$ cat config.mk
export PLATFORM = sky130hd
export DESIGN_NAME = scl_clk_divider
export DESIGN_NICKNAME = d
export VERILOG_FILES = /design/src/rtl/scl_div_pkg.sv /design/src/rtl/scl_cfg_regs.sv /design/src/rtl/scl_tick_gen.sv /design/src/rtl/scl_phase_fsm.sv /design/src/rtl/scl_clk_divider.sv
export SDC_FILE = /design/constraint.sdc
export NUM_CORES = 1
export LEC_CHECK = 0
export BUFFER_PORTS_ARGS = -buffer_cell sky130_fd_sc_hd__buf_2
export CORE_AREA = 2 2 104 106
export CTS_CLUSTER_DIAMETER = 150
export CTS_CLUSTER_SIZE = 30
export DETAILED_ROUTE_END_ITERATION = 8
export DIE_AREA = 0 0 106 108
export HOLD_SLACK_MARGIN = 0.05
export PLACE_DENSITY = 0.52
export SYNTH_ARGS = -nofsm -noshare
export SYNTH_HDL_FRONTEND = slang
export SYNTH_SLANG_ARGS = --single-unit
$ cat constraint.sdc
create_clock -name clk -period 5.55 [get_ports clk]
set_input_delay 1.11 -clock clk [delete_from_list [all_inputs] [get_ports clk]]
set_output_delay 1.11 -clock clk [all_outputs]
set_load 0.02 [all_outputs]
$ cat src/rtl/scl_div_pkg.sv
package scl_div_pkg;

    typedef enum logic [1:0] {
        PH_HOLD = 2'd0,
        PH_LOW  = 2'd1,
        PH_HIGH = 2'd2,
        PH_STOP = 2'd3
    } phase_e;

    localparam logic [1:0] ADDR_PSC  = 2'd0;
    localparam logic [1:0] ADDR_LOW  = 2'd1;
    localparam logic [1:0] ADDR_HIGH = 2'd2;

    // Phase stretch in ticks: larger when the prescaler is small.
    function automatic logic [2:0] phase_offset(input logic psc_zero,
                                                input logic psc_one,
                                                input logic force6);
        logic [2:0] d;
        if (force6)        d = 3'd6;
        else if (psc_zero) d = 3'd7;
        else if (psc_one)  d = 3'd6;
        else               d = 3'd5;
        return d;
    endfunction

endpackage

$ cat src/rtl/scl_cfg_regs.sv
module scl_cfg_regs
    import scl_div_pkg::*;
#(
    parameter int PSC_W  = 8,
    parameter int PH_W   = 8,
    parameter int DATA_W = 8,
    localparam int LEN_W = PH_W + 1
) (
    input  logic              clk,
    input  logic              rst_n,
    input  logic              we,
    input  logic [1:0]        addr,
    input  logic [DATA_W-1:0] wdata,
    input  logic              force6,
    input  logic              capture,
    output logic [PSC_W-1:0]  psc_act,
    output logic [LEN_W-1:0]  low_len,
    output logic [LEN_W-1:0]  high_len,
    output logic              high_zero_live
);

    logic [PSC_W-1:0] psc_reg;
    logic [PH_W-1:0]  low_reg, high_reg;
    logic [PH_W-1:0]  low_act, high_act;
    logic             force_act;
    logic [2:0]       d;

    always_ff @(posedge clk or negedge rst_n) begin
        if (!rst_n) begin
            psc_reg  <= '0;
            low_reg  <= '0;
            high_reg <= '0;
        end else if (we) begin
            unique case (addr)
                ADDR_PSC:  psc_reg  <= wdata[PSC_W-1:0];
                ADDR_LOW:  low_reg  <= wdata[PH_W-1:0];
                ADDR_HIGH: high_reg <= wdata[PH_W-1:0];
                default:   ;
            endcase
        end
    end

    // Working copies are refreshed only while the divider is parked.
    always_ff @(posedge clk or negedge rst_n) begin
        if (!rst_n) begin
            psc_act   <= '0;
            low_act   <= '0;
            high_act  <= '0;
            force_act <= 1'b0;
        end else if (capture) begin
            psc_act   <= psc_reg;
            low_act   <= low_reg;
            high_act  <= high_reg;
            force_act <= force6;
        end
    end

    always_comb begin
        d        = phase_offset(psc_act == '0, psc_act == PSC_W'(1), force_act);
        low_len  = {1'b0, low_act}  + LEN_W'(d);
        high_len = {1'b0, high_act} + LEN_W'(d);
    end

    assign high_zero_live = (high_reg == '0);

endmodule

$ cat src/rtl/scl_tick_gen.sv
module scl_tick_gen #(
    parameter int PSC_W = 8
) (
    input  logic             clk,
    input  logic             rst_n,
    input  logic             run,
    input  logic [PSC_W-1:0] psc,
    output logic             tick
);

    logic [PSC_W-1:0] pcnt;

    assign tick = run && (pcnt == psc);

    always_ff @(posedge clk or negedge rst_n) begin
        if (!rst_n)      pcnt <= '0;
        else if (!run)   pcnt <= '0;
        else if (tick)   pcnt <= '0;
        else             pcnt <= pcnt + PSC_W'(1);
    end

endmodule

$ cat src/rtl/scl_phase_fsm.sv
module scl_phase_fsm
    import scl_div_pkg::*;
#(
    parameter int LEN_W = 9
) (
    input  logic             clk,
    input  logic             rst_n,
    input  logic             hold,
    input  logic             tick,
    input  logic             high_zero_live,
    input  logic [LEN_W-1:0] low_len,
    input  logic [LEN_W-1:0] high_len,
    output logic             in_hold,
    output logic             running,
    output logic             pull_low,
    output logic             rise_stb,
    output logic             fall_stb
);

    phase_e           state_q, state_d;
    logic [LEN_W-1:0] cnt;
    logic             low_done, high_done;

    assign low_done  = tick && (cnt == low_len  - LEN_W'(1));
    assign high_done = tick && (cnt == high_len - LEN_W'(1));

    always_comb begin
        state_d = state_q;
        unique case (state_q)
            PH_HOLD: if (!hold) state_d = high_zero_live ? PH_STOP : PH_LOW;
            PH_LOW:  if (hold) state_d = PH_HOLD;
                     else if (low_done) state_d = PH_HIGH;
            PH_HIGH: if (hold) state_d = PH_HOLD;
                     else if (high_done) state_d = PH_LOW;
            PH_STOP: if (hold) state_d = PH_HOLD;
        endcase
    end

    // State register and phase tick counter.
    always_ff @(posedge clk or negedge rst_n) begin
        if (!rst_n) begin
            state_q <= PH_HOLD;
            cnt     <= '0;
        end else begin
            state_q <= state_d;
            if (state_d != state_q) cnt <= '0;
            else if (tick)          cnt <= cnt + LEN_W'(1);
        end
    end

    // Registered outputs, aligned with the state they describe.
    always_ff @(posedge clk or negedge rst_n) begin
        if (!rst_n) begin
            pull_low <= 1'b0;
            rise_stb <= 1'b0;
            fall_stb <= 1'b0;
        end else begin
            pull_low <= (state_d == PH_LOW);
            rise_stb <= (state_d == PH_HIGH) && (state_q != PH_HIGH);
            fall_stb <= (state_d == PH_LOW)  && (state_q != PH_LOW);
        end
    end

    assign in_hold = (state_q == PH_HOLD);
    assign running = (state_q == PH_LOW) || (state_q == PH_HIGH);

endmodule

$ cat src/rtl/scl_clk_divider.sv
module scl_clk_divider
    import scl_div_pkg::*;
#(
    parameter int PSC_W = 8,
    parameter int PH_W  = 8,
    localparam int DATA_W = (PSC_W > PH_W) ? PSC_W : PH_W,
    localparam int LEN_W  = PH_W + 1
) (
    input  logic              clk,
    input  logic              rst_n,
    input  logic              ctl_hold,
    input  logic              offset6_sel,
    input  logic              cfg_we,
    input  logic [1:0]        cfg_addr,
    input  logic [DATA_W-1:0] cfg_wdata,
    output logic              scl_pull_low,
    output logic              sample_stb,
    output logic              change_stb
);

    logic [PSC_W-1:0] psc_act;
    logic [LEN_W-1:0] low_len, high_len;
    logic             high_zero_live, in_hold, running, tick;

    scl_cfg_regs #(.PSC_W(PSC_W), .PH_W(PH_W), .DATA_W(DATA_W)) i_regs (
        .clk            (clk),
        .rst_n          (rst_n),
        .we             (cfg_we),
        .addr           (cfg_addr),
        .wdata          (cfg_wdata),
        .force6         (offset6_sel),
        .capture        (in_hold),
        .psc_act        (psc_act),
        .low_len        (low_len),
        .high_len       (high_len),
        .high_zero_live (high_zero_live)
    );

    scl_tick_gen #(.PSC_W(PSC_W)) i_tick (
        .clk   (clk),
        .rst_n (rst_n),
        .run   (running),
        .psc   (psc_act),
        .tick  (tick)
    );

    scl_phase_fsm #(.LEN_W(LEN_W)) i_fsm (
        .clk            (clk),
        .rst_n          (rst_n),
        .hold           (ctl_hold),
        .tick           (tick),
        .high_zero_live (high_zero_live),
        .low_len        (low_len),
        .high_len       (high_len),
        .in_hold        (in_hold),
        .running        (running),
        .pull_low       (scl_pull_low),
        .rise_stb       (sample_stb),
        .fall_stb       (change_stb)
    );

endmodule

Yosys cells after proc, flatten, opt, wreduce, memory -nomap -nowiden --
Cells that the tools add are included.
Word-level totals: register bits after elaboration 71, input port bits 15, output and inout port bits 3, logic and storage cells 62
Cells by class: add/subtract/negate cells 6, equal/unequal tests 14, muxes and demuxes 15, reductions and logical operators 14
Operator list (number):
- $add A8 B3 Y9 | 2
- $eq A9 B9 Y1 | 2
- $mux W9 | 2
- $sub A9 B1 Y9 const B | 2
- $logic_not A8 Y1 | 2
- $mux W2 | 8
- $mux W8 | 2
- $add A9 B1 Y9 const B | 1
- $add A8 B1 Y8 const B | 1
- $eq A2 B2 Y1 const B | 4
- $eq A8 B1 Y1 const B | 1
- $eq A8 B8 Y1 | 1
- $pmux W2 S4 | 1
- $eq A2 B1 Y1 const B | 3
- $mux W3 | 2
- $reduce_and A2 Y1 | 3
- $logic_and A1 B1 Y1 | 5
- $logic_not A2 Y1 | 2
- $ne A2 B1 Y1 const B | 1
- $ne A2 B2 Y1 | 1
- $ne A2 B2 Y1 const B | 1
- $reduce_bool A2 Y1 | 1
- $logic_or A1 B1 Y1 | 1

Longest topological paths before layout --
depth in word-level cells 13, gate-level depth with buffers 16, gate-level depth less buffers 14

By module --
From an unflattened synthesis, not the netlist that was laid out.
Unflattened totals: cell total of the unflattened synthesis 370, area, all modules 4174.0 sq um
Modules (own cells, without submodules):
- scl_cfg_regs | times used 1, cells each 147, area each 2173.3 sq um, seq. area each 1226.2 sq um
- scl_phase_fsm | times used 1, cells each 176, area each 1508.9 sq um, seq. area each 350.3 sq um
- scl_tick_gen | times used 1, cells each 47, area each 491.7 sq um, seq. area each 200.2 sq um

Worst setup path before layout --
No wires, ideal clock.
kind register to register, start point register i_regs.psc_act[4], end point register i_fsm.cnt[1], library setup time 0.070 ns, arrival 3.620 ns, required time 5.480 ns, setup slack 1.860 ns, cell stages (with the launch flop) 16, path buffers 2, period minus slack after synthesis 3.690 ns, cells stage by stage dfrtp_1 or4_1 nor4_1 nor2_1 ha_1 inv_1 ha_1 fa_1 clkbuf_1 and4b_2 o311ai_1 nor3b_1 nor2_1 a221o_1 buf_6 nor2_2
Between the ends: cells in the longest elaborated chain, start to end 13, elaborated cells between the ends (all ways) 23, classes of those cells add/sub (4); eq/ne (5); mux (9); reduce/logical (5)
Ends and longest elaborated chain:
- start: declaration | RTL line scl_cfg_regs.sv:16 | output logic [PSC_W-1:0] psc_act,
- start signal: assignment | RTL line scl_cfg_regs.sv:51 | psc_act <= psc_reg;
- $eq A8 B1 Y1 | RTL line scl_cfg_regs.sv:59 | d = phase_offset(psc_act == '0, psc_act == PSC_W'(1), force_act);
- $mux W2 | RTL line scl_div_pkg.sv:21 | else if (psc_one) d = 3'd6;
- $mux W3 | RTL line scl_div_pkg.sv:20 | else if (psc_zero) d = 3'd7;
- $mux W3 | RTL line scl_div_pkg.sv:19 | if (force6) d = 3'd6;
- $add A8 B3 Y9, on equally long branches | RTL line scl_cfg_regs.sv:61, scl_cfg_regs.sv:60
- $sub A9 B1 Y9, on equally long branches | RTL line scl_phase_fsm.sv:25, scl_phase_fsm.sv:24
- $eq A9 B9 Y1, on equally long branches | RTL line scl_phase_fsm.sv:25, scl_phase_fsm.sv:24
- $logic_and A1 B1 Y1, on equally long branches | RTL line scl_phase_fsm.sv:25, scl_phase_fsm.sv:24
- $mux W2, on equally long branches | RTL line scl_phase_fsm.sv:34, scl_phase_fsm.sv:32
- $mux W2, on equally long branches | RTL line scl_phase_fsm.sv:33, scl_phase_fsm.sv:31
- $pmux W2 S4 | RTL line scl_phase_fsm.sv:29 | unique case (state_q)
- $ne A2 B2 Y1 | RTL line scl_phase_fsm.sv:46 | if (state_d != state_q) cnt <= '0;
- $mux W9 or $reduce_bool A2 Y1 (tied branches)
- end signal: assignment | RTL line scl_phase_fsm.sv:47 | else if (tick) cnt <= cnt + LEN_W'(1);
- end: declaration | RTL line scl_phase_fsm.sv:21 | logic [LEN_W-1:0] cnt;
Parallel ways exist; a longest one is shown, timed or not. A chain may end at the register's enable or synchronous reset.

Worst setup path after layout --
start point register i_regs.psc_act[4], end point register i_fsm.cnt[3]
Same word-level chain as after synthesis.

==> impl_metrics.env <==
export IMPL_status="completed"
export IMPL_setup_viol=0
export IMPL_reg2reg_depth=13
export IMPL_syn_nets=385
export IMPL_cts_tree="yes"
export IMPL_seq_power_share_pct=38.1
export IMPL_cts_clk_slew_worst_paths_ps=80
export IMPL_drv_slew=0
export IMPL_timing_critical_path_cells="or4_1, nor4_1, nor2_1, ha_1, inv_1, ha_1, fa_1, and4b_2, o311ai_1, nor3b_1, nor2_1, a221o_1, nor2_2"
export IMPL_drt_total_wl_mm=7.85
export IMPL_cts_repair_resized=0
export IMPL_crit_buf_inv=1
export IMPL_first_pass_iters=4
export IMPL_holdCritPathClass="flop to flop"
export IMPL_antenna_found_initial=0
export IMPL_power_share_clock_pct=19.6
export IMPL_ir_drop_uv=205
export IMPL_hp_start="i_regs.low_reg[0]"
export IMPL_fillers=995
export IMPL_skew_ps=7.69
export IMPL_max_stage_delay_ps=530
export IMPL_netlist_area_um2=3910
export IMPL_holdWs_ps=491
export IMPL_r2r_slack_ps=1390
export IMPL_grt_pass1_vias=2609
export IMPL_largest_reg_flops=9
export IMPL_p_leak_uw=0.00187
export IMPL_root_buffer="clkbuf_8"
export IMPL_vias_per_cell=5.08
export IMPL_drt_iter0_markers=93
export IMPL_cts_buffer_depth=2
export IMPL_clock_sinks=71
export IMPL_grt_usage_pct=15.7
export IMPL_layout_drive_gt1_share_pct=26.5
export IMPL_ys_seq_area_share_pct=45.5
export IMPL_grt_pass1_wl_mm=13.7
export IMPL_grt_overflow=0
export IMPL_route_detailed_drc=0
export IMPL_met2_usage_pct=24.4
export IMPL_gp_congestion=0.794
export IMPL_wire_per_inst_um=15.4
export IMPL_pwr_share_comb_pct=42.3
export IMPL_synth_area_per_cell_um2=11.1
export IMPL_grt_max_degree=72
export IMPL_regMostFlops="i_fsm.cnt"
export IMPL_r2r_end="i_fsm.cnt[3]"
export IMPL_synth_flop_cell="dfrtp_1"
export IMPL_fin_setup_tns_ps=0
export IMPL_r2r_start="i_regs.psc_act[4]"
export IMPL_die_y_um=108
export IMPL_switching_power_uw=836
export IMPL_postCtsSetupBuffers=0
export IMPL_ant_nets=0
export IMPL_dp_cells=493
export IMPL_cts_buffers=9
export IMPL_met1_usage_pct=21.7
export IMPL_areaGrowthSynthToFinish_pct=10.1
export IMPL_ys_top_cells_by_count="71 x dfrtp_1, 43 x mux2_2, 19 x inv_1, 19 x nand2_1, 19 x xnor2_1"
export IMPL_power_uw=2140
export IMPL_io_buffer_count=17
export IMPL_core_area_um2=10200
export IMPL_cts_hold_buf=0
export IMPL_start_util_pct=38.2
export IMPL_dpl_instance_area_um2=4110
export IMPL_ys_seq_elements=71
export IMPL_synth_edf_count=0
export IMPL_finalNonFillerCells=509
export IMPL_hpwl_mm=5.82
export IMPL_critical_path_slowest_cell="or4_1"
export IMPL_fin_nets=400
export IMPL_fmax_mhz=240
export IMPL_synth_area_leaders="dfrtp_1 45%, mux2_2 12%, ha_1 4.8%, xnor2_1 4.3%, xor2_1 3.8%"
export IMPL_critPathRequiredTime_ps=5830
export IMPL_h_tree_depth=3
export IMPL_vias=2588
export IMPL_met3_usage_pct=3.68
export IMPL_final_area_um2=4300
export IMPL_synth_most_common_cell="dfrtp_1"
export IMPL_ios=18
export IMPL_critPathTopFamily="simple AND/OR/NAND/NOR gates"
export IMPL_fin_crit_sh_pct=75.0
export IMPL_ys_warn_count=0
export IMPL_rsz0062_at_grt="false"
export IMPL_synth_top_area_cell="dfrtp_1"
export IMPL_worst_slew_pin_slew_ps=919
export IMPL_ys_types=59
export IMPL_antenna_cells=0
export IMPL_period_needed_ps=4160
export IMPL_worstPathMaxFanout=10
export IMPL_critPathKind="flop to flop"
export IMPL_switching_share_pct=39.1
export IMPL_clk_latency_ps=350
export IMPL_critPathArrivalTime_ps=4440
export IMPL_synth_top_cell_area_share_pct=45.5
export IMPL_end_kind="flop"
export IMPL_hold_viol_final=0
export IMPL_syn_inst=353
export IMPL_intPower_uw=1300
export IMPL_fp_row_count=37
export IMPL_drv_cap=0
export IMPL_holdPathStages=2
export IMPL_p_per_area_nw_per_um2=497
export IMPL_worstSetupStartpointType="flop"
export IMPL_async_reset_ff_share_pct=100
export IMPL_max_slew_margin_pct=38.7
export IMPL_die_area_um2=11400
export IMPL_top_usage_layer="met2"
export IMPL_holdPathEnd="i_regs.low_act[0]"
export IMPL_die_w_um=106
[power by group through the flow]
stage	Clock [uW]	Combinational, uW	Sequential, uW
floorplan	0	766	773
global placement	0	901	823
detailed placement	0	916	827
CTS	440	919	818
global route	459	1040	843
finish	419	904	816
[per-layer routing]
layer / share of wire (%) / vias to the layer above
met5: 0 / -
met3: 3.0 / 9
met2: 45 / 36
li1: - / 1278
met1: 50 / 1265
met4: 1.4 / 0
[stage by stage]
stage               setup slack (ps)  util (%)
floorplan                       1860         -
global placement                1470      40.1
detailed placement              1360      40.1
CTS                             1340      42.0
global route                    1060      42.0
finish                          1390      42.0
[how the worst max path moves through the flow]
stage                 startpoint      endpoint  slack, ps  depth (start not counted)
2_1_floorplan  i_regs.psc_act[4]  i_fsm.cnt[1]       1860                         15
3_3_place_gp   i_regs.psc_act[4]  i_fsm.cnt[0]       1470                         14
4_1_cts        i_regs.psc_act[4]  i_fsm.cnt[3]       1340                         14
5_1_grt        i_regs.psc_act[4]  i_fsm.cnt[6]       1060                         14
6_report       i_regs.psc_act[4]  i_fsm.cnt[3]       1390                         13
3_5_place_dp   i_regs.psc_act[4]  i_fsm.cnt[0]       1360                         14
[layout by cell type, fill, tap and decap left out, types with 3 or more instances in the layout]
cell type / Yosys / final
a21o_1: 3 / 3
a21oi_1: 7 / 7
and3_1: 5 / 5
buf_2: 2 / 16
buf_4: 1 / 4
clkbuf_8: 0 / 9
dfrtp_1: 71 / 71
ha_1: 15 / 15
inv_1: 19 / 19
mux2_2: 43 / 43
nand2_1: 19 / 19
nand3_1: 12 / 12
nand3b_1: 3 / 3
nand4_1: 8 / 8
nor2_1: 16 / 16
nor2_2: 9 / 9
nor3_1: 3 / 3
nor3b_1: 4 / 4
nor4_1: 4 / 4
o21ai_0: 16 / 16
or3_1: 3 / 3
xnor2_1: 19 / 19
xor2_1: 17 / 17
[worst register-to-register path: stages (launching register included)]
cell and delay, ps:
dfrtp_1 410, or4_1 530, nor4_1 290, nor2_1 130, ha_1 290, inv_1 40
ha_1 220, fa_1 520, and4b_2 310, o311ai_1 270, nor3b_1 270, nor2_1 100
a221o_1 530, nor2_2 180
[logic make-up (layout without fill, tap and decap cells)]
group / count (synthesis) / in the layout / share of synthesized area (%)
AOI/OAI and AO/OA: 45 / 45 / 7.98
xor gates and xnor gates: 37 / 37 / 8.49
muxes: 44 / 44 / 12.7
buffers and inverters: 35 / 55 / 3.91
DFF: 71 / 71 / 45.5
adders and majority gates: 17 / 17 / 5.83
and+or+nand+nor: 104 / 104 / 15.7
[final cells by class]
type,instances,area (um^2),area share [%]
multi-input combinational,247,1980,46.0
sequential,71,1780,41.3
tap,136,170,3.96
clock buffer,10,128,2.97
timing repair buffer,20,110,2.56
inverter,19,71.3,1.66
clock inverter,6,68.8,1.60
No activity file was read; power rests on OpenSTA's default activity.
